**config.mk**
```make
export PLATFORM = sky130hd
export DESIGN_NAME = ide_stride_decoder
export DESIGN_NICKNAME = d
export VERILOG_FILES = /design/src/rtl/ide_win_pkg.sv /design/src/rtl/ide_win_decode.sv /design/src/rtl/ide_win_swap.sv /design/src/rtl/ide_win_resp.sv /design/src/rtl/ide_stride_decoder.sv
export SDC_FILE = /design/constraint.sdc
export NUM_CORES = 1
export LEC_CHECK = 0
export BUFFER_PORTS_ARGS = -buffer_cell sky130_fd_sc_hd__buf_2
export CORE_MARGIN = 2
export CORE_UTILIZATION = 30
export CTS_BUF_LIST = sky130_fd_sc_hd__clkbuf_8
export DETAILED_ROUTE_END_ITERATION = 8
export PLACE_DENSITY = 0.6
export SYNTH_ARGS = -nofsm -noshare
export SYNTH_HDL_FRONTEND = slang
export SYNTH_SLANG_ARGS = --single-unit
```
**constraint.sdc**
```tcl
create_clock -name clk -period 3.38 [get_ports clk]
set_input_delay 0.169 -clock clk [delete_from_list [all_inputs] [get_ports clk]]
set_output_delay 0.169 -clock clk [all_outputs]
set_load 0.005 [all_outputs]
```
**src/rtl/ide_win_pkg.sv**
```systemverilog
package ide_win_pkg;

   // access size encoding on the bus side
   typedef enum logic [1:0] {
      SZ_BYTE = 2'd0,
      SZ_HALF = 2'd1,
      SZ_WORD = 2'd2,
      SZ_RSVD = 2'd3
   } acc_size_e;

   // downstream register index width: data, seven task-file slots, control
   localparam int IDX_W = 4;

   typedef struct packed {
      logic             hit;
      logic             wide;
      logic [IDX_W-1:0] idx;
   } dec_t;

endpackage

```
**src/rtl/ide_win_decode.sv**
```systemverilog
module ide_win_decode
   import ide_win_pkg::*;
#(
   parameter int ADDR_W       = 32,
   parameter int WIN_BITS     = 12,
   parameter int STRIDE_SHIFT = 4,
   parameter int TF_FIRST     = 1,
   parameter int TF_LAST      = 7,
   parameter int CTRL_SLOT_A  = 8,
   parameter int CTRL_SLOT_B  = 22,
   parameter int CTRL_IDX     = 8,
   parameter int DATA_SLOT    = 0
) (
   input  logic [ADDR_W-1:0] addr,
   input  acc_size_e         size,
   output dec_t              dec
);

   localparam int SLOT_W = WIN_BITS - STRIDE_SHIFT;
   localparam logic [SLOT_W-1:0] S_TF_LO  = SLOT_W'(TF_FIRST);
   localparam logic [SLOT_W-1:0] S_TF_HI  = SLOT_W'(TF_LAST);
   localparam logic [SLOT_W-1:0] S_CTRL_A = SLOT_W'(CTRL_SLOT_A);
   localparam logic [SLOT_W-1:0] S_CTRL_B = SLOT_W'(CTRL_SLOT_B);
   localparam logic [SLOT_W-1:0] S_DATA   = SLOT_W'(DATA_SLOT);

   if (SLOT_W < 1) begin : g_bad_window
      $error("window must be wider than the register stride");
   end
   if (CTRL_SLOT_A >= (1 << SLOT_W) || CTRL_SLOT_B >= (1 << SLOT_W)) begin : g_bad_alias
      $error("control alias slot outside the window");
   end
   if (TF_FIRST > TF_LAST || TF_LAST >= CTRL_IDX) begin : g_bad_tf
      $error("task-file range must sit below the control index");
   end

   logic [SLOT_W-1:0] slot;
   assign slot = addr[WIN_BITS-1:STRIDE_SHIFT];

   // bits above the window and inside one stride take no part in decoding
   logic unused_addr_bits;
   assign unused_addr_bits = ^{addr[ADDR_W-1:WIN_BITS], addr[STRIDE_SHIFT-1:0]};

   always_comb begin
      dec = '0;
      case (size)
         SZ_BYTE: begin
            if (slot >= S_TF_LO && slot <= S_TF_HI) begin
               dec.hit = 1'b1;
               dec.idx = IDX_W'(slot);
            end else if (slot == S_CTRL_A || slot == S_CTRL_B) begin
               dec.hit = 1'b1;
               dec.idx = IDX_W'(CTRL_IDX);
            end
         end
         SZ_HALF, SZ_WORD: begin
            if (slot == S_DATA) begin
               dec.hit  = 1'b1;
               dec.wide = (size == SZ_WORD);
               dec.idx  = '0;
            end
         end
         default: ;
      endcase
   end

endmodule

```
**src/rtl/ide_win_swap.sv**
```systemverilog
module ide_win_swap
   import ide_win_pkg::*;
#(
   parameter int BYTE_W = 8,
   parameter int LANES  = 4
) (
   input  logic [BYTE_W*LANES-1:0] din,
   input  acc_size_e               size,
   output logic [BYTE_W*LANES-1:0] dout
);

   localparam int DATA_W = BYTE_W * LANES;
   localparam int HALF_L = 2;

   if (LANES < 2 || (LANES % 2) != 0) begin : g_bad_lanes
      $error("lane count must be even and at least two");
   end

   logic [BYTE_W*HALF_L-1:0] half_sw;
   logic [DATA_W-1:0]        full_sw;

   for (genvar k = 0; k < HALF_L; k++) begin : g_half
      assign half_sw[k*BYTE_W +: BYTE_W] = din[(HALF_L-1-k)*BYTE_W +: BYTE_W];
   end
   for (genvar k = 0; k < LANES; k++) begin : g_full
      assign full_sw[k*BYTE_W +: BYTE_W] = din[(LANES-1-k)*BYTE_W +: BYTE_W];
   end

   always_comb begin
      dout = '0;
      case (size)
         SZ_BYTE: dout[BYTE_W-1:0]        = din[BYTE_W-1:0];
         SZ_HALF: dout[BYTE_W*HALF_L-1:0] = half_sw;
         default: dout                    = full_sw;
      endcase
   end

endmodule

```
**src/rtl/ide_win_resp.sv**
```systemverilog
module ide_win_resp
   import ide_win_pkg::*;
#(
   parameter int BYTE_W = 8,
   parameter int LANES  = 4
) (
   input  logic                    hit,
   input  acc_size_e               size,
   input  logic [BYTE_W*LANES-1:0] swapped,
   output logic [BYTE_W*LANES-1:0] dout
);

   localparam int DATA_W = BYTE_W * LANES;

   logic [DATA_W-1:0] fill;

   always_comb begin
      fill = '0;
      case (size)
         SZ_BYTE: fill[BYTE_W-1:0]   = '1;
         SZ_HALF: fill[2*BYTE_W-1:0] = '1;
         default: fill               = '1;
      endcase
   end

   assign dout = hit ? swapped : fill;

endmodule

```
**src/rtl/ide_stride_decoder.sv**
```systemverilog
module ide_stride_decoder
   import ide_win_pkg::*;
#(
   parameter int ADDR_W       = 32,
   parameter int WIN_BITS     = 12,
   parameter int STRIDE_SHIFT = 4,
   parameter int BYTE_W       = 8,
   parameter int LANES        = 4,
   parameter int TF_FIRST     = 1,
   parameter int TF_LAST      = 7,
   parameter int CTRL_SLOT_A  = 8,
   parameter int CTRL_SLOT_B  = 22,
   parameter int CTRL_IDX     = 8
) (
   input  logic                    clk,
   input  logic                    rst_n,
   input  logic                    bus_req,
   input  logic                    bus_we,
   input  logic [1:0]              bus_size,
   input  logic [ADDR_W-1:0]       bus_addr,
   input  logic [BYTE_W*LANES-1:0] bus_wdata,
   output logic [BYTE_W*LANES-1:0] bus_rdata,
   output logic                    bus_rvalid,
   output logic                    dev_stb,
   output logic                    dev_we,
   output logic                    dev_wide,
   output logic [IDX_W-1:0]        dev_idx,
   output logic [BYTE_W*LANES-1:0] dev_wdata,
   input  logic [BYTE_W*LANES-1:0] dev_rdata
);

   localparam int DATA_W = BYTE_W * LANES;

   if (ADDR_W <= WIN_BITS || STRIDE_SHIFT < 1) begin : g_bad_addr
      $error("address must exceed the window and stride must be nonzero");
   end
   if (CTRL_IDX >= (1 << IDX_W)) begin : g_bad_idx
      $error("control index does not fit the index port");
   end

   acc_size_e sz;
   assign sz = acc_size_e'(bus_size);

   dec_t dec;

   ide_win_decode #(
      .ADDR_W(ADDR_W), .WIN_BITS(WIN_BITS), .STRIDE_SHIFT(STRIDE_SHIFT),
      .TF_FIRST(TF_FIRST), .TF_LAST(TF_LAST),
      .CTRL_SLOT_A(CTRL_SLOT_A), .CTRL_SLOT_B(CTRL_SLOT_B),
      .CTRL_IDX(CTRL_IDX), .DATA_SLOT(0)
   ) u_dec (
      .addr(bus_addr), .size(sz), .dec(dec)
   );

   // write data toward the device
   logic [DATA_W-1:0] wr_sw;
   ide_win_swap #(.BYTE_W(BYTE_W), .LANES(LANES)) u_wswap (
      .din(bus_wdata), .size(sz), .dout(wr_sw)
   );

   // read-stage state: one read may be in flight per cycle
   logic      rd_pend;
   logic      rd_hit;
   acc_size_e rd_size;

   logic [DATA_W-1:0] rd_sw;
   logic [DATA_W-1:0] rd_resp;

   ide_win_swap #(.BYTE_W(BYTE_W), .LANES(LANES)) u_rswap (
      .din(dev_rdata), .size(rd_size), .dout(rd_sw)
   );

   ide_win_resp #(.BYTE_W(BYTE_W), .LANES(LANES)) u_resp (
      .hit(rd_hit), .size(rd_size), .swapped(rd_sw), .dout(rd_resp)
   );

   logic acc_hit;
   logic acc_rd;
   assign acc_hit = bus_req && dec.hit;
   assign acc_rd  = bus_req && !bus_we;

   always_ff @(posedge clk or negedge rst_n) begin
      if (!rst_n) begin
         dev_stb    <= 1'b0;
         dev_we     <= 1'b0;
         dev_wide   <= 1'b0;
         dev_idx    <= '0;
         dev_wdata  <= '0;
         rd_pend    <= 1'b0;
         rd_hit     <= 1'b0;
         rd_size    <= SZ_BYTE;
         bus_rvalid <= 1'b0;
         bus_rdata  <= '0;
      end else begin
         dev_stb <= acc_hit;
         if (acc_hit) begin
            dev_we    <= bus_we;
            dev_wide  <= dec.wide;
            dev_idx   <= dec.idx;
            dev_wdata <= bus_we ? wr_sw : '0;
         end
         rd_pend <= acc_rd;
         if (acc_rd) begin
            rd_hit  <= dec.hit;
            rd_size <= sz;
         end
         bus_rvalid <= rd_pend;
         if (rd_pend) begin
            bus_rdata <= rd_resp;
         end
      end
   end

   // a strobe only ever follows a sampled request
   a_r8_strobe_after_req: assert property (@(posedge clk) disable iff (!rst_n)
      dev_stb |-> $past(bus_req));

   // read completion two edges after a read request
   a_r8_rvalid_after_read: assert property (@(posedge clk) disable iff (!rst_n)
      bus_rvalid |-> $past(bus_req && !bus_we, 2));

   // a write strobe is never answered with read data
   a_r8_no_rvalid_for_write: assert property (@(posedge clk) disable iff (!rst_n)
      bus_rvalid |-> !$past(dev_stb && dev_we));

   // strobed indices stay within the register set
   a_r2_idx_legal: assert property (@(posedge clk) disable iff (!rst_n)
      dev_stb |-> (dev_idx <= IDX_W'(CTRL_IDX)));

   // a 32-bit transfer only targets the data port
   a_r9_wide_data_only: assert property (@(posedge clk) disable iff (!rst_n)
      (dev_stb && dev_wide) |-> (dev_idx == '0));

   // a read with no preceding strobe returns fill ones
   a_r5_unmapped_fill: assert property (@(posedge clk) disable iff (!rst_n)
      (bus_rvalid && !$past(dev_stb)) |-> (bus_rdata[BYTE_W-1:0] == '1));

endmodule

```
## Yosys cells after proc, flatten, opt, wreduce, memory -nomap -nowiden

Cells that the tools add are included.

| storage, ports and cells | value |
|---|---|
| flip-flop bits (word level) | 76 |
| latch bits | 0 |
| RAM bits | 0 |
| memory bits (read-only) | 0 |
| output and inout port bits | 72 |
| memories | 0 |

| operators by class | value |
|---|---|
| add/sub/neg operators | 0 |
| multiply operators | 0 |
| divide/modulo/power cells | 0 |
| order comparisons | 2 |
| equality and inequality tests | 5 |
| shift operators | 0 |
| multiplexer cells | 18 |
| bitwise logic cells | 0 |
| reductions and logical operators | 11 |

Operator list:

| operator | number |
|---|---|
| 32-bit two-way mux | 2 |
| 8-bit case mux with 2 select lines | 4 |
| 16-bit two-way mux | 3 |
| 8-bit by 4-bit == test with 1-bit output, second input constant | 1 |
| 8-bit by 5-bit == test with 1-bit output, second input constant | 1 |
| 8-bit by 1-bit greater-or-equal comparator with 1-bit output, second input constant | 1 |
| 8-bit by 3-bit less-or-equal comparator with 1-bit output, second input constant | 1 |
| 8-bit logical NOT | 1 |
| 4-bit two-way mux | 2 |
| 8-bit two-way mux | 1 |
| 4-bit case mux with 2 select lines | 1 |
| 6-bit two-way mux | 1 |
| 2-bit OR reduction | 3 |
| 2-bit by 1-bit == test with 1-bit output, second input constant | 2 |
| 2-bit logical NOT | 2 |
| 1-bit logical AND | 3 |
| 1-bit two-way mux | 3 |
| 2-bit == test, second input constant | 1 |
| 1-bit case mux with 2 select lines | 1 |
| 1-bit logical NOT | 1 |
| 1-bit logical OR | 1 |

## Depth between registers and ports, before layout

Gate-level depths: netlist of the first run.

| logic depth | value |
|---|---|
| word-level depth | 6 |
| mapped depth | 8 |
| gate-level depth less buffers | 6 |

## By module

Synthesis of the first run repeated with hierarchy kept, for this count alone.

| unflattened totals | value |
|---|---|
| cell total of the unflattened synthesis | 430 |
| area, all modules | 4199.0 um^2 |

By module, submodules not included:

| module | instances | cells each | area each (um^2) |
|---|---|---|---|
| ide_stride_decoder | 1 | 235 | 2995.4 |
| ide_win_swap | 2 | 55 | 375.4 |
| ide_win_resp | 1 | 63 | 287.8 |
| ide_win_decode | 1 | 22 | 165.2 |

## Worst setup path before layout of the first run

Ideal clock, no wire load.

| timing path | value |
|---|---|
| path type | input to register |
| from | in bus_size[0] |
| to | reg dev_wdata[18] |
| data arrival time | 1485 ps |
| required time | 3255 ps |
| setup slack | 1770 ps |
| stages | 8 |
| path buffers | 2 |
| path through | ha_1 nor2b_1 nand3_1 a31oi_2 a21o_2 buf_6 buf_12 mux2_4 |

| between the ends | value |
|---|---|
| cells in the longest elaborated chain, start to end | 4 |
| elaborated cells between the ends (all ways) | 9 |

RTL lines:

| what | RTL line | text |
|---|---|---|
| from (decl) | ide_stride_decoder.sv:19 | `input logic [1:0] bus_size,` |
| 2-bit by 1-bit == test with 1-bit output, or another cell as far along | ide_win_decode.sv:45, ide_win_swap.sv:31 |  |
| 2-bit OR reduction, on equally long branches | -- |  |
| 1-bit case mux with 2 select lines / 16-bit two-way mux (equally long branches) | ide_win_decode.sv:45, ide_win_swap.sv:31 |  |
| 1-bit logical AND / 32-bit two-way mux (equally long branches) | ide_stride_decoder.sv:79, ide_stride_decoder.sv:100 |  |
| to (signal assigned) | ide_stride_decoder.sv:100 | `dev_wdata <= bus_we ? wr_sw : '0;` |
| to (decl) | ide_stride_decoder.sv:28 | `output logic [BYTE_W*LANES-1:0] dev_wdata,` |

Parallel ways exist; a longest one is shown, timed or not.
A chain may end at the register's enable or synchronous reset.

## Worst setup path in the final report of the first run

| timing path | value |
|---|---|
| from | reg rd_size[1] |
| to | reg bus_rdata[13] |

| between the ends | value |
|---|---|
| cells in the longest elaborated chain, start to end | 3 |
| elaborated cells between the ends (all ways) | 5 |

RTL lines:

| what | RTL line | text |
|---|---|---|
| from (decl) | ide_stride_decoder.sv:64 | `acc_size_e rd_size;` |
| from (signal assigned) | ide_stride_decoder.sv:105 | `rd_size <= sz;` |
| 2-bit by 1-bit == test with 1-bit output / 2-bit logical NOT (equally long branches) | ide_win_swap.sv:31, ide_win_resp.sv:19 |  |
| 8-bit case mux with 2 select lines / 8-bit two-way mux (equally long branches) | ide_win_swap.sv:31, ide_win_resp.sv:19 |  |
| 32-bit two-way mux * | ide_win_resp.sv:26 | `assign dout = hit ? swapped : fill;` |
| to (signal assigned) | ide_stride_decoder.sv:109 | `bus_rdata <= rd_resp;` |
| to (decl) | ide_stride_decoder.sv:22 | `output logic [BYTE_W*LANES-1:0] bus_rdata,` |

Every way passes the cells marked *; elsewhere a longest branch is shown, timed or not.

==> results of run 1 <==
## through the flow
stage / cells / power, uW / hold slack (ns) / worst slack [ns]
CTS: 671 / 2206 / 0.003418 / 1.272
global placement: 656 / 1455 / 0.3856 / 0.9355
detailed placement: 656 / 1464 / 0.4053 / 0.8693
global route: 671 / 2290 / 0.06399 / 1.088
finish: 671 / 2163 / -0.01834 / 1.246
floorplan: 360 / 1247 / -0.1266 / 1.770
## power groups by stage
stage | clock network [uW] | logic, uW | registers, uW
after floorplan | 0 | 187 | 1060
after global placement | 0 | 383 | 1070
after detailed placement | 0 | 389 | 1070
after CTS | 758 | 391 | 1060
after global routing | 788 | 433 | 1070
final | 721 | 385 | 1060
## worst max-delay path by stage
stage,start,endpoint,cells past startpoint
after CTS,bus_size[0],dev_wdata[26],9
after floorplan,bus_size[0],dev_wdata[18],8
after detailed placement,bus_size[0],dev_wdata[26],9
after global routing,rd_size[1],bus_rdata[13],3
after global placement,bus_size[0],dev_wdata[20],9
final,rd_size[1],bus_rdata[13],3
## cells in the mapped netlist (all sizes together), types with 2 or more instances
master / count
a31oi: 10
mux2i: 10
nor2: 25
a21oi: 10
o22ai: 7
inv: 27
nand2b: 2
clkbuf: 19
or3: 6
o211ai: 8
nor2b: 7
ha: 4
nand2: 22
a22oi: 16
nor3: 2
buf: 7
and3: 17
nand3: 5
dfrtp: 76
a31o: 6
mux2: 35
o21ai: 30
## final cells by class
class                   count  area (sq um)
clock buffers              12         165.2
clock inverters             3         37.54
fillers                  1245          7306
inverters                  28         105.1
multi-input cells         230          1600
flip-flops and latches     76          1902
well taps                 168         210.2
repair buffers            154         785.8
## sequential cells by signal, indices dropped and copies added, names as in the netlist
register / flops
bus_rdata: 32
dev_wdata: 32
dev_idx: 4
rd_size: 2
bus_rvalid: 1
dev_stb: 1
dev_we: 1
dev_wide: 1
rd_hit: 1
rd_pend: 1
## cell families after synthesis
| family | share of synthesized area (%) |
|---|---|
| adders and majority gates | 1.335 |
| and+or+nand+nor | 11.52 |
| buffers and inverters | 6.576 |
| muxes | 14.19 |
| DFF | 50.73 |
| AOI/OAI and AO/OA | 15.65 |
## routing by layer
layer / vias up / GRT usage [%] / part of all wire, %
met5: - / 0 / 0
met4: 0 / 8.413 / 2.7
met3: 17 / 5.282 / 9.6
met2: 172 / 26.55 / 46
met1: 1566 / 20.76 / 42
li1: 1546 / - / -
## critical path, cell delays in order (launching register included)
cell and delay [ns]:
dfrtp_1 0.76, inv_1 0.52, or3_1 0.50, a31o_2 0.24
==> reports/metrics.yaml, run 1 <==
grtUsageTotal_pct: 16.79
via_per_inst: 4.920
switching_share_pct: 27.35
synth_edf_count: 0
cp_max_fo: 28
syn_area_sq_mm: 0.003749
vias: 3301
critPathKind: "flop to flop"
ys.flop_type: "dfrtp_1"
htree_levels: 3
synthTopCellsByArea: "dfrtp_1, mux2_4, o21ai_0, mux2_1, mux2_2"
min_period_over_period_pct: 63.12
leakage_uw: 0.002508
nNetsFinal: 605
cts_tree: "done"
async_flop_share_pct: 100.0
worstReg2RegStart: "rd_size[1]"
final_cell_mix: "buf_2, dfrtp_1, o21ai_0"
syn_inst: 360
postCtsSetupRepairBufs: 0
seq_power_share_pct: 48.9
synth.net_count: 466
ir_drop_v: 0.0002063
powerDensity_mw_per_mm2: 450.1
drcViolationCount: 0
setup_viol: 0
die_w_microns: 115.8
postPlaceCellArea_sq_mm: 0.004603
fin_skew_ns: 0.009135
rrSetupSlack_ns: 1.25
cts_hold_buf: 0
cts-root-buf: "clkbuf_8"
synth_largest_area_cell: "dfrtp_1"
wl_per_cell_microns: 16.33
switchingPower_uw: 591.7
crit_arrival_ns: 2.38
diodes: 0
placement_rows: 40
synth_top_area_share_pct: 50.73
synth_warnings: 0
grt_pass1_vias: 3309
worstHoldPathType: "input pin to asynchronous set/reset pin"
cts_buffers: 9
layout_commonest_cell: "buf_2"
final_core_util_pct: 39.68
dr.first_iter.drc_count: 165
antenna_found_initial: 0
comb_power_share_pct: 17.8
cts_buffer_depth: 2
cts_resized: 0
synth-seq-cells: 76
die_area_sq_mm: 0.01341
r2r_cells: 3
cts.sinks: 76
tightest_slew_ns: 0.9937
core_sq_mm: 0.01211
final-hold-violation-count: 33
critPathLaunchType: "flop"
hold_ws_ns: -0.01834
synth_cell_types: 37
clockPowerShare_pct: 33.3
drive_gt1_share_pct: 39.17
max_freq_ghz: 0.4687
fin_setup_tns_ns: 0
critPathRequiredTime_ns: 3.63
max_slew_margin_pct: 33.75
worstReg2RegEnd: "bus_rdata[13]"
slew_violations: 0
die_h_microns: 115.8
routed_wl_microns: 10960
endpoint_kind: "flop"
dr.pass1.iters: 5
grt_pass1_wl_microns: 17260
layout_min_cycle_time_ns: 2.134
initial_core_util_pct: 30.95
status: "finished, violations left"
ant_nets: 0
dpl.hpwl_microns: 7847
failed_checks: "hold timing"
worst_skew_pair.late_latency_ns: 0.35
synthToLayoutAreaGrowth_pct: 28.20
fin_area_sq_mm: 0.004806
rsz0062_at_grt: "false"
clk_pin_slew_ns: 0.08
place.gp.congestion: 0.7944
grt_max_degree: 77
maxCapViolations: 0
syn_area_per_cell_sq_um: 10.41
internal-power_uw: 1571
num_io_pins: 174
grt-ovfl-total: 0
io_buffer_count: 149
yosysSeqAreaShare_pct: 50.73
Power figures use the tool's default switching activity.
==> run 2: changes to the inputs <==
ABC_AREA = 1   (was not set)
PLACE_DENSITY = 0.59   (was 0.6)
clock period = 2.05 ns   (was 3.38 ns; I/O delays follow)
==> reports/metrics.yaml, run 2 <==
status: "finished clean"
cts_tree: "done"
ys.flop_type: "dfrtp_1"
routed_wl_microns: 11370  # +3.8%
cpPeakStageDelay_ns: 0.39  # -0.37 ns
htree_levels: 3  # unchanged
r2r_cells: 5  # +2
place.gp.congestion: 0.9144  # +15%
antenna_found_initial: 0  # unchanged
crit_arrival_ns: 1.71  # -0.67 ns
layout_commonest_cell: "nand2_1"
syn_area_sq_mm: 0.003829  # +2.1%
grt-ovfl-total: 0  # unchanged
final_cell_mix: "nand2_1, buf_2, dfrtp_1"
cts.sinks: 76  # unchanged
worstReg2RegEnd: "bus_rdata[9]"
crit_family: "simple AND/OR/NAND/NOR gates"
final-hold-violation-count: 0  # -100%
top_usage_layer: "met2"
clk_pin_slew_ns: 0.08  # about the same
reg_top3: "bus_rdata (32), dev_wdata (32), dev_idx (4)"
path_buf_inv: 1  # unchanged
postPlaceCellArea_sq_mm: 0.004746  # +3.1%
diodes: 0  # unchanged
cp_max_fo: 18  # -36%
rsz0062_at_grt: "false"
nNetsFinal: 744  # +23%
grt_pass1_wl_microns: 18170  # +5.3%
fin_area_sq_mm: 0.004994  # +3.9%
initial_core_util_pct: 30.59  # -0.36 points
maxCapViolations: 0  # unchanged
use_met3_pct: 3.605  # -1.7 points
cts_buffers: 9  # unchanged
via_per_inst: 4.643  # -5.6%
vias: 3784  # +15%
synth_most_common_cell: "nand2_1"
dr.pass1.iters: 4  # -1
fin_setup_tns_ns: 0  # unchanged
io_buffer_count: 149  # unchanged
critPathSlowestCell: "dfrtp_1"
worstReg2RegStart: "rd_size[1]"
gr-usage-met2_pct: 27.44  # +0.89 points
drcViolationCount: 0  # unchanged
holdPathEnd: "bus_rdata[23]"
core_sq_mm: 0.01252  # +3.3%
synth_top_area_share_pct: 49.67  # -1.1 points
async_flop_share_pct: 100.0  # unchanged
layout_min_cycle_time_ns: 1.480  # -0.6533 ns
leakage_uw: 0.002753  # +9.8%
cts-root-buf: "clkbuf_8"
tightest_slew_ns: 0.9873  # -0.006467 ns
rrSetupSlack_ns: 0.57  # -0.68 ns
synth.net_count: 600  # +29%
ant_nets: 0  # unchanged
synth_edf_count: 0  # unchanged
syn_area_per_cell_sq_um: 7.750  # -26%
synth_warnings: 0  # unchanged
dpl.hpwl_microns: 8537  # +8.8%
die_w_microns: 117.0  # +1.0%
critPathLaunchType: "flop"
synthTopCellsByCount: "nand2_1, dfrtp_1, nor2_1"
worstHoldPathType: "input pin to flop"
die_area_sq_mm: 0.01368  # +2.1%
synthTopCellsByArea: "dfrtp_1, nand2_1, nand3_1, nor2_1, o21ai_0"
setup_viol: 0  # unchanged
wl_per_cell_microns: 13.95  # -15%
grtUsageTotal_pct: 17.27  # +0.48 points
placement_rows: 41  # +2.5%
path_cells: "buf_4 -> nor2_2 -> nor2_1 -> nor2_2 -> a21oi_1"
grt_max_degree: 77  # unchanged
fillers: 1360  # +9.2%
grt_pass1_vias: 3682  # +11%
crit_top_cell: "nor2_2"
critPathKind: "flop to flop"
critPathRequiredTime_ns: 2.28  # -1.35 ns
max_freq_ghz: 0.6756  # +44%
max_slew_margin_pct: 34.18  # +0.43 points
met1_usage_pct: 22.50  # +1.7 points
synthToLayoutAreaGrowth_pct: 30.42
die_h_microns: 117.0  # +1.0%
synth-seq-cells: 76  # unchanged
fin_skew_ns: 0.01374  # +0.004610 ns
cts_resized: 0  # unchanged
powerDensity_mw_per_mm2: 722.8  # +61%
min_period_over_period_pct: 72.21  # +9.1 points
postCtsSetupRepairBufs: 0  # unchanged
slew_violations: 0  # unchanged
yosysSeqAreaShare_pct: 49.67  # -1.1 points
synth_largest_area_cell: "dfrtp_1"
hold_start: "dev_rdata[15]"
ir_drop_v: 0.0003322  # +61%
drive_gt1_share_pct: 30.48  # -8.7 points
report.power.total_uw: 3610  # +67%
cts_buffer_depth: 2  # unchanged
worst_skew_pair.late_latency_ns: 0.36  # about the same
synth_cell_types: 25  # -32%
syn_inst: 494  # +37%
endpoint_kind: "flop"
cts_hold_buf: 2  # +2
min_path_cells: 3
num_io_pins: 174  # unchanged
dr.first_iter.drc_count: 211  # +28%
## run 2: worst reg2reg max path, delay by kind of cell (launching register included)
family,cells,cell delay (ns)
AOI/OAI and AO/OA,1,0.13
buffers and inverters,1,0.20
DFF,1,0.39
and+or+nand+nor,3,0.62
## run 2: worst max path at each step
| stage | depth (start not counted) | endpoint | slack (ns) | from |
|---|---|---|---|---|
| 2_1_floorplan | 10 | dev_wide | 0.76 | bus_size[0] |
| 3_3_place_gp | 9 | dev_wdata[21] | 0.46 | bus_size[0] |
| 3_5_place_dp | 9 | dev_wdata[5] | 0.44 | bus_size[0] |
| 4_1_cts | 5 | bus_rdata[9] | 0.56 | rd_size[1] |
| 5_1_grt | 5 | bus_rdata[0] | 0.37 | rd_hit |
| 6_report | 5 | bus_rdata[9] | 0.57 | rd_size[1] |
## run 2: cell families (layout without fill, tap and decap cells)
| family | Yosys count | count (layout) | synth area share, % |
|---|---|---|---|
| AO/OA/AOI/OAI | 66 | 66 | 10.20 |
| adder cells (fa/ha/maj) | 4 | 4 | 1.307 |
| flip-flops | 76 | 76 | 49.67 |
| buffers and inverters | 59 | 208 | 7.058 |
| AND/OR/NAND/NOR | 289 | 289 | 31.76 |
## run 2: area by class of cell
| type | instances | area, sq um | share of cell area, % |
|---|---|---|---|
| multi-input combinational | 359 | 1657 | 33.17 |
| sequential | 76 | 1902 | 38.09 |
| tap | 172 | 215.2 | 4.310 |
| clock buffer | 11 | 151.4 | 3.032 |
| clock inverter | 5 | 76.32 | 1.528 |
| timing repair buffer | 163 | 883.3 | 17.69 |
| inverter | 29 | 108.9 | 2.180 |
## run 2: metal layers
layer	share of wire [%]	vias up
li1	-	1867
met1	45	1719
met2	44	177
met3	7.9	21
met4	2.5	0
met5	0	-
## run 2: where the power goes
part | leakage [uW] | internal (uW) | switching, uW
Sequential | 0.000959 | 1620 | 73.8
Combinational | 0.00167 | 259 | 347
Clock | 0.000122 | 746 | 565
## run 2: through the flow
stage | utilization, % | hold WS (ns) | instances | worst slack [ns]
2_1_floorplan | - | -0.1931 | 494 | 0.7587
3_3_place_gp | 37.91 | 0.3189 | 797 | 0.4635
3_5_place_dp | 37.91 | 0.3327 | 797 | 0.4350
4_1_cts | 39.89 | 0.01893 | 815 | 0.5627
5_1_grt | 39.89 | 0.02956 | 815 | 0.3746
6_report | 39.89 | 0.03524 | 815 | 0.5698
